--- config.mk ---
export PLATFORM = sky130hd
export DESIGN_NAME = seg_window_decoder
export DESIGN_NICKNAME = d
export VERILOG_FILES = /design/src/rtl/seg_pkg.sv /design/src/rtl/seg_regfile.sv /design/src/rtl/seg_match.sv /design/src/rtl/seg_prio.sv /design/src/rtl/seg_window_decoder.sv
export SDC_FILE = /design/constraint.sdc
export NUM_CORES = 1
export LEC_CHECK = 0
export CORE_UTILIZATION = 49
export CTS_BUF_LIST = sky130_fd_sc_hd__clkbuf_4 sky130_fd_sc_hd__clkbuf_8 sky130_fd_sc_hd__clkbuf_16
export CTS_CLUSTER_DIAMETER = 200
export DETAILED_ROUTE_END_ITERATION = 7
export PLACE_DENSITY = 0.81
export SLEW_MARGIN = 20
export SYNTH_ARGS = -nofsm -noshare
export SYNTH_HDL_FRONTEND = slang
export SYNTH_SLANG_ARGS = --single-unit
export TNS_END_PERCENT = 10
--- constraint.sdc ---
create_clock -name clk -period 4.6 [get_ports clk]
set_input_delay 0.92 -clock clk [delete_from_list [all_inputs] [get_ports clk]]
set_output_delay 0.92 -clock clk [all_outputs]
set_load 0.02 [all_outputs]
--- src/rtl/seg_pkg.sv ---
// Shared types for the segment window decoder.
// Assumes bounds are 8-bit counts of fixed-size address units.
package seg_pkg;

    typedef struct packed {
        logic [7:0] hi_u;   // exclusive upper bound, in units
        logic [7:0] lo_u;   // inclusive lower bound, in units
    } seg_bounds_t;

    // Pack bounds into the register read format (low half zero).
    function automatic logic [31:0] seg_to_word(seg_bounds_t b);
        return {b.hi_u, b.lo_u, 16'h0000};
    endfunction

endpackage

--- src/rtl/seg_regfile.sv ---
// Segment register storage with write screening.
// Holds one bounds pair per chip select at consecutive word offsets from
// REG_BASE. Refuses writes whose bounds exceed LIMIT_UNITS, and refuses
// chip select 0 writes that open a window wider than CS0_MAX_UNITS.
// Assumes REG_BASE is word aligned.
module seg_regfile
    import seg_pkg::*;
#(
    parameter int NUM_CS        = 3,
    parameter int REG_AW        = 8,
    parameter int REG_BASE      = 'h30,
    parameter int LIMIT_UNITS   = 32,
    parameter int CS0_MAX_UNITS = 15
) (
    input  logic                     clk,
    input  logic                     rst_n,
    input  logic                     wr_en,
    input  logic [REG_AW-1:0]        wr_addr,
    input  logic [31:0]              wr_data,
    input  logic [REG_AW-1:0]        rd_addr,
    output logic [31:0]              rd_data,
    output seg_bounds_t [NUM_CS-1:0] bounds
);

    localparam int WW = REG_AW - 2;
    localparam logic [WW-1:0] BASE_W  = WW'(REG_BASE >> 2);
    localparam logic [WW-1:0] COUNT_W = WW'(NUM_CS);
    localparam logic [7:0]    LIM8    = 8'(LIMIT_UNITS);
    localparam logic [7:0]    CS0M8   = 8'(CS0_MAX_UNITS);

    logic [WW-1:0] wr_rel, rd_rel;
    logic          wr_in, rd_in;
    seg_bounds_t   wr_b;
    logic          wr_in_limit;

    // Word index relative to the first segment register, and range test.
    always_comb begin
        wr_rel = wr_addr[REG_AW-1:2] - BASE_W;
        rd_rel = rd_addr[REG_AW-1:2] - BASE_W;
        wr_in  = (wr_addr[REG_AW-1:2] >= BASE_W) && (wr_rel < COUNT_W);
        rd_in  = (rd_addr[REG_AW-1:2] >= BASE_W) && (rd_rel < COUNT_W);
        wr_b   = '{hi_u: wr_data[31:24], lo_u: wr_data[23:16]};
        wr_in_limit = (wr_b.hi_u <= LIM8) && (wr_b.lo_u <= LIM8);
    end

    for (genvar k = 0; k < NUM_CS; k++) begin : g_seg
        logic accept;

        // Decide whether this register takes the current write.
        if (k == 0) begin : g_first
            always_comb
                accept = wr_en && wr_in && (wr_rel == WW'(k)) && wr_in_limit &&
                         ((wr_b.lo_u >= wr_b.hi_u) ||
                          ((wr_b.hi_u - wr_b.lo_u) <= CS0M8));
        end else begin : g_rest
            always_comb
                accept = wr_en && wr_in && (wr_rel == WW'(k)) && wr_in_limit;
        end

        // Bounds storage, cleared (closed) by reset.
        always_ff @(posedge clk) begin
            if (!rst_n)
                bounds[k] <= '0;
            else if (accept)
                bounds[k] <= wr_b;
        end

        assert_reject_keeps_R7: assert property (@(posedge clk) disable iff (!rst_n)
            (wr_en && wr_in && wr_rel == WW'(k) &&
             (wr_data[31:24] > LIM8 || wr_data[23:16] > LIM8))
            |=> $stable(bounds[k]));

        assert_bounds_in_limit_R7: assert property (@(posedge clk) disable iff (!rst_n)
            bounds[k].hi_u <= LIM8 && bounds[k].lo_u <= LIM8);

        if (k == 0) begin : g_chk0
            assert_first_span_R8: assert property (@(posedge clk) disable iff (!rst_n)
                (bounds[0].lo_u < bounds[0].hi_u)
                |-> ((bounds[0].hi_u - bounds[0].lo_u) <= CS0M8));
        end
    end

    // Combinational readback; unmapped offsets read zero.
    always_comb begin
        rd_data = '0;
        for (int k = 0; k < NUM_CS; k++)
            if (rd_in && rd_rel == WW'(k))
                rd_data = seg_to_word(bounds[k]);
    end

endmodule

--- src/rtl/seg_match.sv ---
// Per-chip-select window comparators.
// Raises match[k] when the address unit lies in [lo_k, hi_k). A closed
// window (lo >= hi) can never satisfy both compares. Assumes
// ADDR_W - UNIT_SHIFT >= 8.
module seg_match
    import seg_pkg::*;
#(
    parameter int NUM_CS     = 3,
    parameter int ADDR_W     = 32,
    parameter int UNIT_SHIFT = 23
) (
    input  logic [ADDR_W-1:0]        addr,
    input  seg_bounds_t [NUM_CS-1:0] bounds,
    output logic [NUM_CS-1:0]        match
);

    localparam int UW = ADDR_W - UNIT_SHIFT;

    logic [UW-1:0] unit;
    assign unit = addr[ADDR_W-1:UNIT_SHIFT];

    for (genvar k = 0; k < NUM_CS; k++) begin : g_cmp
        // Containment test for one window.
        always_comb
            match[k] = (unit >= {{(UW-8){1'b0}}, bounds[k].lo_u}) &&
                       (unit <  {{(UW-8){1'b0}}, bounds[k].hi_u});
    end

endmodule

--- src/rtl/seg_prio.sv ---
// Lowest-index selection and window offset.
// Picks the lowest set bit of match, and subtracts that window's base from
// the address. Outputs zero on a miss.
module seg_prio
    import seg_pkg::*;
#(
    parameter int NUM_CS     = 3,
    parameter int ADDR_W     = 32,
    parameter int UNIT_SHIFT = 23,
    parameter int CS_W       = 2
) (
    input  logic [ADDR_W-1:0]        addr,
    input  seg_bounds_t [NUM_CS-1:0] bounds,
    input  logic [NUM_CS-1:0]        match,
    output logic                     hit,
    output logic [CS_W-1:0]          cs,
    output logic [ADDR_W-1:0]        offset
);

    logic [7:0] base_u;

    // Scan from the top so the lowest matching index is written last.
    always_comb begin
        hit    = 1'b0;
        cs     = '0;
        base_u = '0;
        for (int k = NUM_CS - 1; k >= 0; k--) begin
            if (match[k]) begin
                hit    = 1'b1;
                cs     = CS_W'(k);
                base_u = bounds[k].lo_u;
            end
        end
    end

    // Offset of the address from the selected window base.
    always_comb
        offset = hit ? (addr - ({{(ADDR_W-8){1'b0}}, base_u} << UNIT_SHIFT)) : '0;

endmodule

--- src/rtl/seg_window_decoder.sv ---
// Top level of the segment window decoder.
// Combines the register file, the comparators and the priority pick, and
// registers the decode result for one-cycle latency. A decode that shares
// its cycle with a register write sees the pre-write bounds.
module seg_window_decoder
    import seg_pkg::*;
#(
    parameter int NUM_CS        = 3,
    parameter int ADDR_W        = 32,
    parameter int UNIT_SHIFT    = 23,
    parameter int REG_AW        = 8,
    parameter int REG_BASE      = 'h30,
    parameter int LIMIT_UNITS   = 32,
    parameter int CS0_MAX_UNITS = 15,
    parameter int CS_W          = (NUM_CS > 1) ? $clog2(NUM_CS) : 1
) (
    input  logic              clk,
    input  logic              rst_n,
    input  logic              reg_wr_en,
    input  logic [REG_AW-1:0] reg_wr_addr,
    input  logic [31:0]       reg_wr_data,
    input  logic [REG_AW-1:0] reg_rd_addr,
    output logic [31:0]       reg_rd_data,
    input  logic              dec_req,
    input  logic [ADDR_W-1:0] dec_addr,
    output logic              dec_valid,
    output logic              dec_hit,
    output logic [CS_W-1:0]   dec_cs,
    output logic [ADDR_W-1:0] dec_offset
);

    seg_bounds_t [NUM_CS-1:0] bounds;
    logic [NUM_CS-1:0]        match;
    logic                     hit_c;
    logic [CS_W-1:0]          cs_c;
    logic [ADDR_W-1:0]        off_c;

    seg_regfile #(
        .NUM_CS(NUM_CS), .REG_AW(REG_AW), .REG_BASE(REG_BASE),
        .LIMIT_UNITS(LIMIT_UNITS), .CS0_MAX_UNITS(CS0_MAX_UNITS)
    ) u_regs (
        .clk(clk), .rst_n(rst_n),
        .wr_en(reg_wr_en), .wr_addr(reg_wr_addr), .wr_data(reg_wr_data),
        .rd_addr(reg_rd_addr), .rd_data(reg_rd_data),
        .bounds(bounds)
    );

    seg_match #(
        .NUM_CS(NUM_CS), .ADDR_W(ADDR_W), .UNIT_SHIFT(UNIT_SHIFT)
    ) u_match (
        .addr(dec_addr), .bounds(bounds), .match(match)
    );

    seg_prio #(
        .NUM_CS(NUM_CS), .ADDR_W(ADDR_W), .UNIT_SHIFT(UNIT_SHIFT), .CS_W(CS_W)
    ) u_prio (
        .addr(dec_addr), .bounds(bounds), .match(match),
        .hit(hit_c), .cs(cs_c), .offset(off_c)
    );

    // Result register: capture the decode on request, clear on reset.
    always_ff @(posedge clk) begin
        if (!rst_n) begin
            dec_valid  <= 1'b0;
            dec_hit    <= 1'b0;
            dec_cs     <= '0;
            dec_offset <= '0;
        end else begin
            dec_valid <= dec_req;
            if (dec_req) begin
                dec_hit    <= hit_c;
                dec_cs     <= cs_c;
                dec_offset <= off_c;
            end
        end
    end

    assert_answer_next_cycle_R5: assert property (@(posedge clk) disable iff (!rst_n)
        dec_req |=> dec_valid);

    assert_miss_clean_R9: assert property (@(posedge clk) disable iff (!rst_n)
        (dec_valid && !dec_hit) |-> (dec_cs == '0 && dec_offset == '0));

    assert_pick_matches_R6: assert property (@(posedge clk) disable iff (!rst_n)
        hit_c |-> match[cs_c]);

    assert_no_lower_match_R6: assert property (@(posedge clk) disable iff (!rst_n)
        hit_c |-> ((match & ((NUM_CS'(1) << cs_c) - NUM_CS'(1))) == '0));

endmodule

* Word level (Yosys, flattened, before mapping)
Cells that the tools add are included.
** Cells by class
- Add/subtract/negate cells :: 4
- Reduce and logical (&&, ||, !) cells :: 20
- $lt $le $gt $ge :: 14
- Eq/ne operators :: 4
- Mux-type cells :: 13
** Operators by type and width (count)
- 32-bit 2-to-1 mux :: 4
- 32-bit by 31-bit subtractor with 32-bit output :: 1
- 9-bit by 8-bit greater-or-equal comparator with 1-bit output :: 3
- 9-bit by 8-bit less-than comparator with 1-bit output :: 3
- 8-bit 2-to-1 mux :: 3
- 1-bit logical AND :: 17
- 8-bit by 6-bit less-or-equal comparator with 1-bit output (second input constant) :: 2
- 6-bit by 1-bit equality test with 1-bit output (second input constant) :: 2
- 6-bit by 2-bit equality test with 1-bit output (second input constant) :: 2
- 6-bit by 4-bit greater-or-equal comparator with 1-bit output (second input constant) :: 2
- 6-bit zero test :: 2
- 6-bit by 2-bit less-than comparator with 1-bit output (second input constant) :: 2
- 6-bit by 4-bit subtractor with 6-bit output (second input constant) :: 2
- 8-bit greater-or-equal comparator :: 1
- 8-bit by 4-bit less-or-equal comparator with 1-bit output (second input constant) :: 1
- 8-bit subtractor :: 1
- 2-bit 2-to-1 mux :: 3
- 1-bit 2-to-1 mux :: 3
- 1-bit logical OR :: 1
** Word-level totals
- Output and inout port bits :: 68
- Flip-flop bits (word level) :: 84
- Logic and storage cells :: 65

* Logic depth before layout (Yosys ltp)
- Depth after elaboration :: 7
- Gate-level depth with buffers :: 19
- Depth with buffers taken out :: 18

* Modules after synthesis
From an unflattened synthesis, not the netlist that was laid out.
** Unflattened totals
- Cell total of the unflattened synthesis :: 699
- Area, all modules :: 5998.3 sq um
** By module, submodules not included
- seg_regfile :: sequential area each 960.9 sq um, cells an instance 313, area each 2713.9 sq um, instances 1
- seg_window_decoder :: sequential area each 720.7 sq um, cells an instance 114, area each 1378.8 sq um, instances 1
- seg_match :: sequential area each 0.0 sq um, cells an instance 149, area each 1114.8 sq um, instances 1
- seg_prio :: sequential area each 0.0 sq um, cells an instance 123, area each 790.8 sq um, instances 1

* Least setup slack after synthesis
Ideal clock, no wire load.
- Path kind :: input to register
- From :: input dec_addr[27]
- To :: register dec_offset[29]
- Setup time :: 117 ps
- Stages :: 16
- Path buffers :: 1
- Data required time :: 4483 ps
- Data arrival time :: 4036 ps
- Slack :: 447 ps
- Cells stage by stage :: ha_1 a21o_1 a2111oi_0 o211ai_1 o21ba_2 clkbuf_1 a22o_1 a21oi_1 ha_1 nor2b_1 o21a_1 o21ai_0 nand2b_1 a211oi_1 nor2_1 a32o_1
** Between the ends
- Cells in the longest elaborated chain, start to end :: 7
- Elaborated cells on any way between the ends :: 17
** Ends and longest elaborated chain
- from (decl) :: line seg_window_decoder.sv:25 : input logic [ADDR_W-1:0] dec_addr,
- 9-bit by 8-bit greater-or-equal comparator with 1-bit output / 9-bit by 8-bit less-than comparator with 1-bit output (equally long branches) :: line seg_match.sv:25, seg_match.sv:26
- 1-bit logical AND :: line seg_match.sv:25 : match[k] = (unit >= {{(UW-8){1'b0}}, bounds[k].lo_u}) &&
- 8-bit 2-to-1 mux (3 in a row) :: line seg_prio.sv:28 : if (match[k]) begin
- 32-bit by 31-bit subtractor with 32-bit output :: line seg_prio.sv:38 : offset = hit ? (addr - ({{(ADDR_W-8){1'b0}}, base_u} << UNIT_SHIFT)) : '0;
- 32-bit 2-to-1 mux (*) :: line seg_prio.sv:38
- to (signal assigned) :: line seg_window_decoder.sv:67 : dec_offset <= '0;
- to (signal assigned) :: line seg_window_decoder.sv:73 : dec_offset <= off_c;
- to (decl) :: line seg_window_decoder.sv:29 : output logic [ADDR_W-1:0] dec_offset
Mark *: on every way between the ends. The rest lies on a longest branch, timed or not.
A chain may end at the register's enable or synchronous reset.

* Worst setup path after layout
- From :: input dec_addr[30]
- To :: register dec_offset[29]
The elaborated chain is that of the path after synthesis.

==> run metrics <==
WL/cell 14.8 microns; worst slew pin tran between 900 and 1000 ps; CTS tree yes; mean post-synth cell area just over 8 sq um; RSZ-0062 raised after global routing false; FF/Latch Area roughly 1700 sq um; Starting Density between 50% and 60%; PwrDens roughly 240 nW/um^2; post-synth cell types 55; layout cells sized above 1 ~7%; Synth Register Bits between 80 and 90; Post-synth ARST share 0%; Synth Cell Area roughly 5600 sq um; Seq/Total Area, Yosys 29.8%; CTS max path bufs 2; final setup fails 0; clock skew ~7.7 ps; worst skew pair latency about 350 ps; CP arrival around 4600 ps; DP Cell Count around 950; Logic pwr share about a fifth; core box area about 11000 sq um; Clock transition at path regs 60 ps; # diodes 0; ys flop type dfxtp_1; worst-path maximum fanout 6; Cell Int Power approximately 1.3 mW; Layout fillers approximately 930; Hold Path Stages 2; MaxCap Viol Count 0; TritonCTS Buffers 9; routability cong. around 0.9; area of the multi-input gates about 3500 sq um; Non-Filler Instances 960; Critical Path RT ~4800 ps; DP HPWL 10700 microns; die width approximately 110 microns; Post-synth EDFFs 0; final hold violations 0; H-tree depth 3; post-route DRC violation count 0; Die H approximately 110 microns; final core occ about two thirds; hold endpoint u_regs.bounds[9]$_SDFFE_PN0P_; Peak Freq 0.230 GHz; WHS 476 ps; P_sw approximately 0.46 mW; Row Count 38; Sw Ratio a little over a quarter; initial antenna violation count 0; r2r worst-path depth 17; Synth Warn # 0; PnR Total Power between 1.5 and 2 mW; vias per cell ~5.4; worst setup path category input port to register; reg2reg end dec_offset[29]$_SDFFE_PN0P_; Syn Inst Count 694; Min-Delay Path Class register to register; I/O pin total around 150; drt first-iter violations 304; sequential power share between 40% and 50%; relative slew slack roughly a third; Worst Min Path Start u_regs.bounds[9]$_SDFFE_PN0P_; Setup crit start kind input port; GRT Total Usage 24.4%; first-pass GRT wire length between 20000 and 25000 microns; hold buffers post-CTS 0; GRT overflow 0; Routed Antenna Nets 0; Pre-antenna DRT Iters 4; clk sinks 84; full die area 12000 sq um; vias 5196; routed wire length ~14000 microns; Slew Viols, Final 0; root buf cell clkbuf_16; P&R area growth vs syn 28.8%; Clock power frac approximately 38%; post-route minimum period roughly 4400 ps; final net count approximately 960; Peak VDD IR 0.000142 V; largest net degree at the start of global routing 69; vias in the first global route roughly 4800; worst r2r src u_regs.bounds[44]$_SDFFE_PN0P_; outcome complete, no violations; Reg2Reg Setup Slack about 940 ps; fin crit share between 90% and 100%; CP Capture Type register; Buffers on Ports about 120; cell leakage power around 3 nW
worst max-delay path by stage:
stage                 startpoint                     endpoint  slack [ps]  cells after the start
floorplan           dec_addr[27]  dec_offset[29]$_SDFFE_PN0P_         450                     16
global placement    dec_addr[25]  dec_offset[31]$_SDFFE_PN0P_        -300                     18
detailed placement  dec_addr[25]  dec_offset[31]$_SDFFE_PN0P_        -360                     18
CTS                 dec_addr[25]  dec_offset[31]$_SDFFE_PN0P_         100                     18
global route        dec_addr[23]  dec_offset[31]$_SDFFE_PN0P_          20                     19
finish              dec_addr[30]  dec_offset[29]$_SDFFE_PN0P_         250                     18
critical path, cell delays in order:
cell             delay, ps
clkdlybuf4s50_1        490
buf_4                  210
ha_1                   310
nand3_1                120
o221ai_1               110
o211ai_1               250
o21ba_2                230
buf_4                  140
a22o_1                 190
a21o_1                 190
fa_1                   410
nor2b_1                130
o21a_1                 130
o21ai_1                100
a21oi_1                210
buf_4                  130
nor2_1                  30
a32o_1                 250
state kept, by name, summed over array words and instances (netlist names):
register and flops:
u_regs.bounds 48, dec_valid 1, dec_hit 1, dec_cs 2, dec_offset 32
through the flow:
| step | setup slack [ps] | setup TNS [ps] | instance area [sq um] |
|---|---|---|---|
| CTS | 96.2 | 0 | 7260 |
| floorplan | 447 | 0 | 5700 |
| global route | 15.8 | 0 | 7270 |
| detailed placement | -360 | -981 | 7000 |
| global placement | -302 | -679 | 7000 |
| finish | 249 | 0 | 7270 |
power by group through the flow:
| stage | Sequential, mW | Clock, mW | Combinational, mW |
|---|---|---|---|
| final | 0.747 | 0.652 | 0.337 |
| after CTS | 0.747 | 0.662 | 0.335 |
| after global routing | 0.748 | 0.700 | 0.370 |
| after detailed placement | 0.763 | 0 | 0.333 |
| after floorplan | 0.778 | 0 | 0.176 |
| after global placement | 0.762 | 0 | 0.323 |
layout make-up:
| class | instances | share of cell area (%) |
|---|---|---|
| repair buffers | 150 | 19.4 |
| flip-flops and latches | 84 | 23.1 |
| clock inverters | 3 | 0.206 |
| multi-input cells | 515 | 48.6 |
| clock buffers | 11 | 3.39 |
| well taps | 140 | 2.41 |
| inverters | 57 | 2.94 |
cell families after synthesis:
logic type	synth area share [%]
AND/OR/NAND/NOR	22.9
AO/OA/AOI/OAI	17.5
buffers and inverters	8.86
flip-flops	29.8
adder cells (fa/ha/maj)	14.2
multiplexers	6.03
XOR/XNOR	0.620
other	0.0664
cells in the mapped netlist (4+ instances only):
library cell   n  area, sq um
nor2b_1       24          150
ha_1          61          763
nand4b_1       5         43.8
nand4_1        8         50.1
and3_1        14         87.6
mux2i_1       34          340
o211ai_1       5         37.5
buf_4         16          120
o21a_1         4         30.0
clkbuf_1      29          109
nor2_1        54          203
a21boi_0      32          240
a22o_1         7         61.3
nand3_1       46          230
o21ai_0       22          110
nand3b_1       5         37.5
nand2b_1      35          219
nor3_1         5         25.0
a21o_1         6         45.0
dfxtp_1       84         1680
and2_1        13         81.3
nand2_1       28          105
a21oi_1       42          210
o21ai_1       11         55.1
inv_1         57          214
cells in the final DEF, fill, tap and decap left out, types with 4 or more instances in the layout:
cell and n:
a21boi_0 32, a21o_1 6, a21oi_1 41, a22o_1 7
and2_1 13, and3_1 14, buf_4 35, clkbuf_16 9
clkdlybuf4s50_1 111, conb_1 16, dfxtp_1 84, ha_1 61
inv_1 57, mux2i_1 34, nand2_1 28, nand2b_1 35
nand3_1 46, nand3b_1 5, nand4_1 8, nand4b_1 5
nor2_1 54, nor2b_1 24, nor3_1 5, o211ai_1 5
o21a_1 4, o21ai_0 19, o21ai_1 13
timing repair:
action,CTS,global route
gates resized for setup,1,8
setup endpoints to repair,1,2
setup buffers,0,0
pin swaps,0,3
cloned,0,0
per-layer routing:
| metal | vias to the layer above | wire (microns) | global-route usage (%) | share of wire [%] |
|---|---|---|---|---|
| met5 | - | 0 | 0 | 0 |
| met4 | 0 | 285 | 8.86 | 2.0 |
| met1 | 2387 | 6200 | 28.9 | 44 |
| li1 | 2625 | - | - | - |
| met3 | 25 | 857 | 4.45 | 6.0 |
| met2 | 159 | 6860 | 43.7 | 48 |
Power figures use the tool's default switching activity.
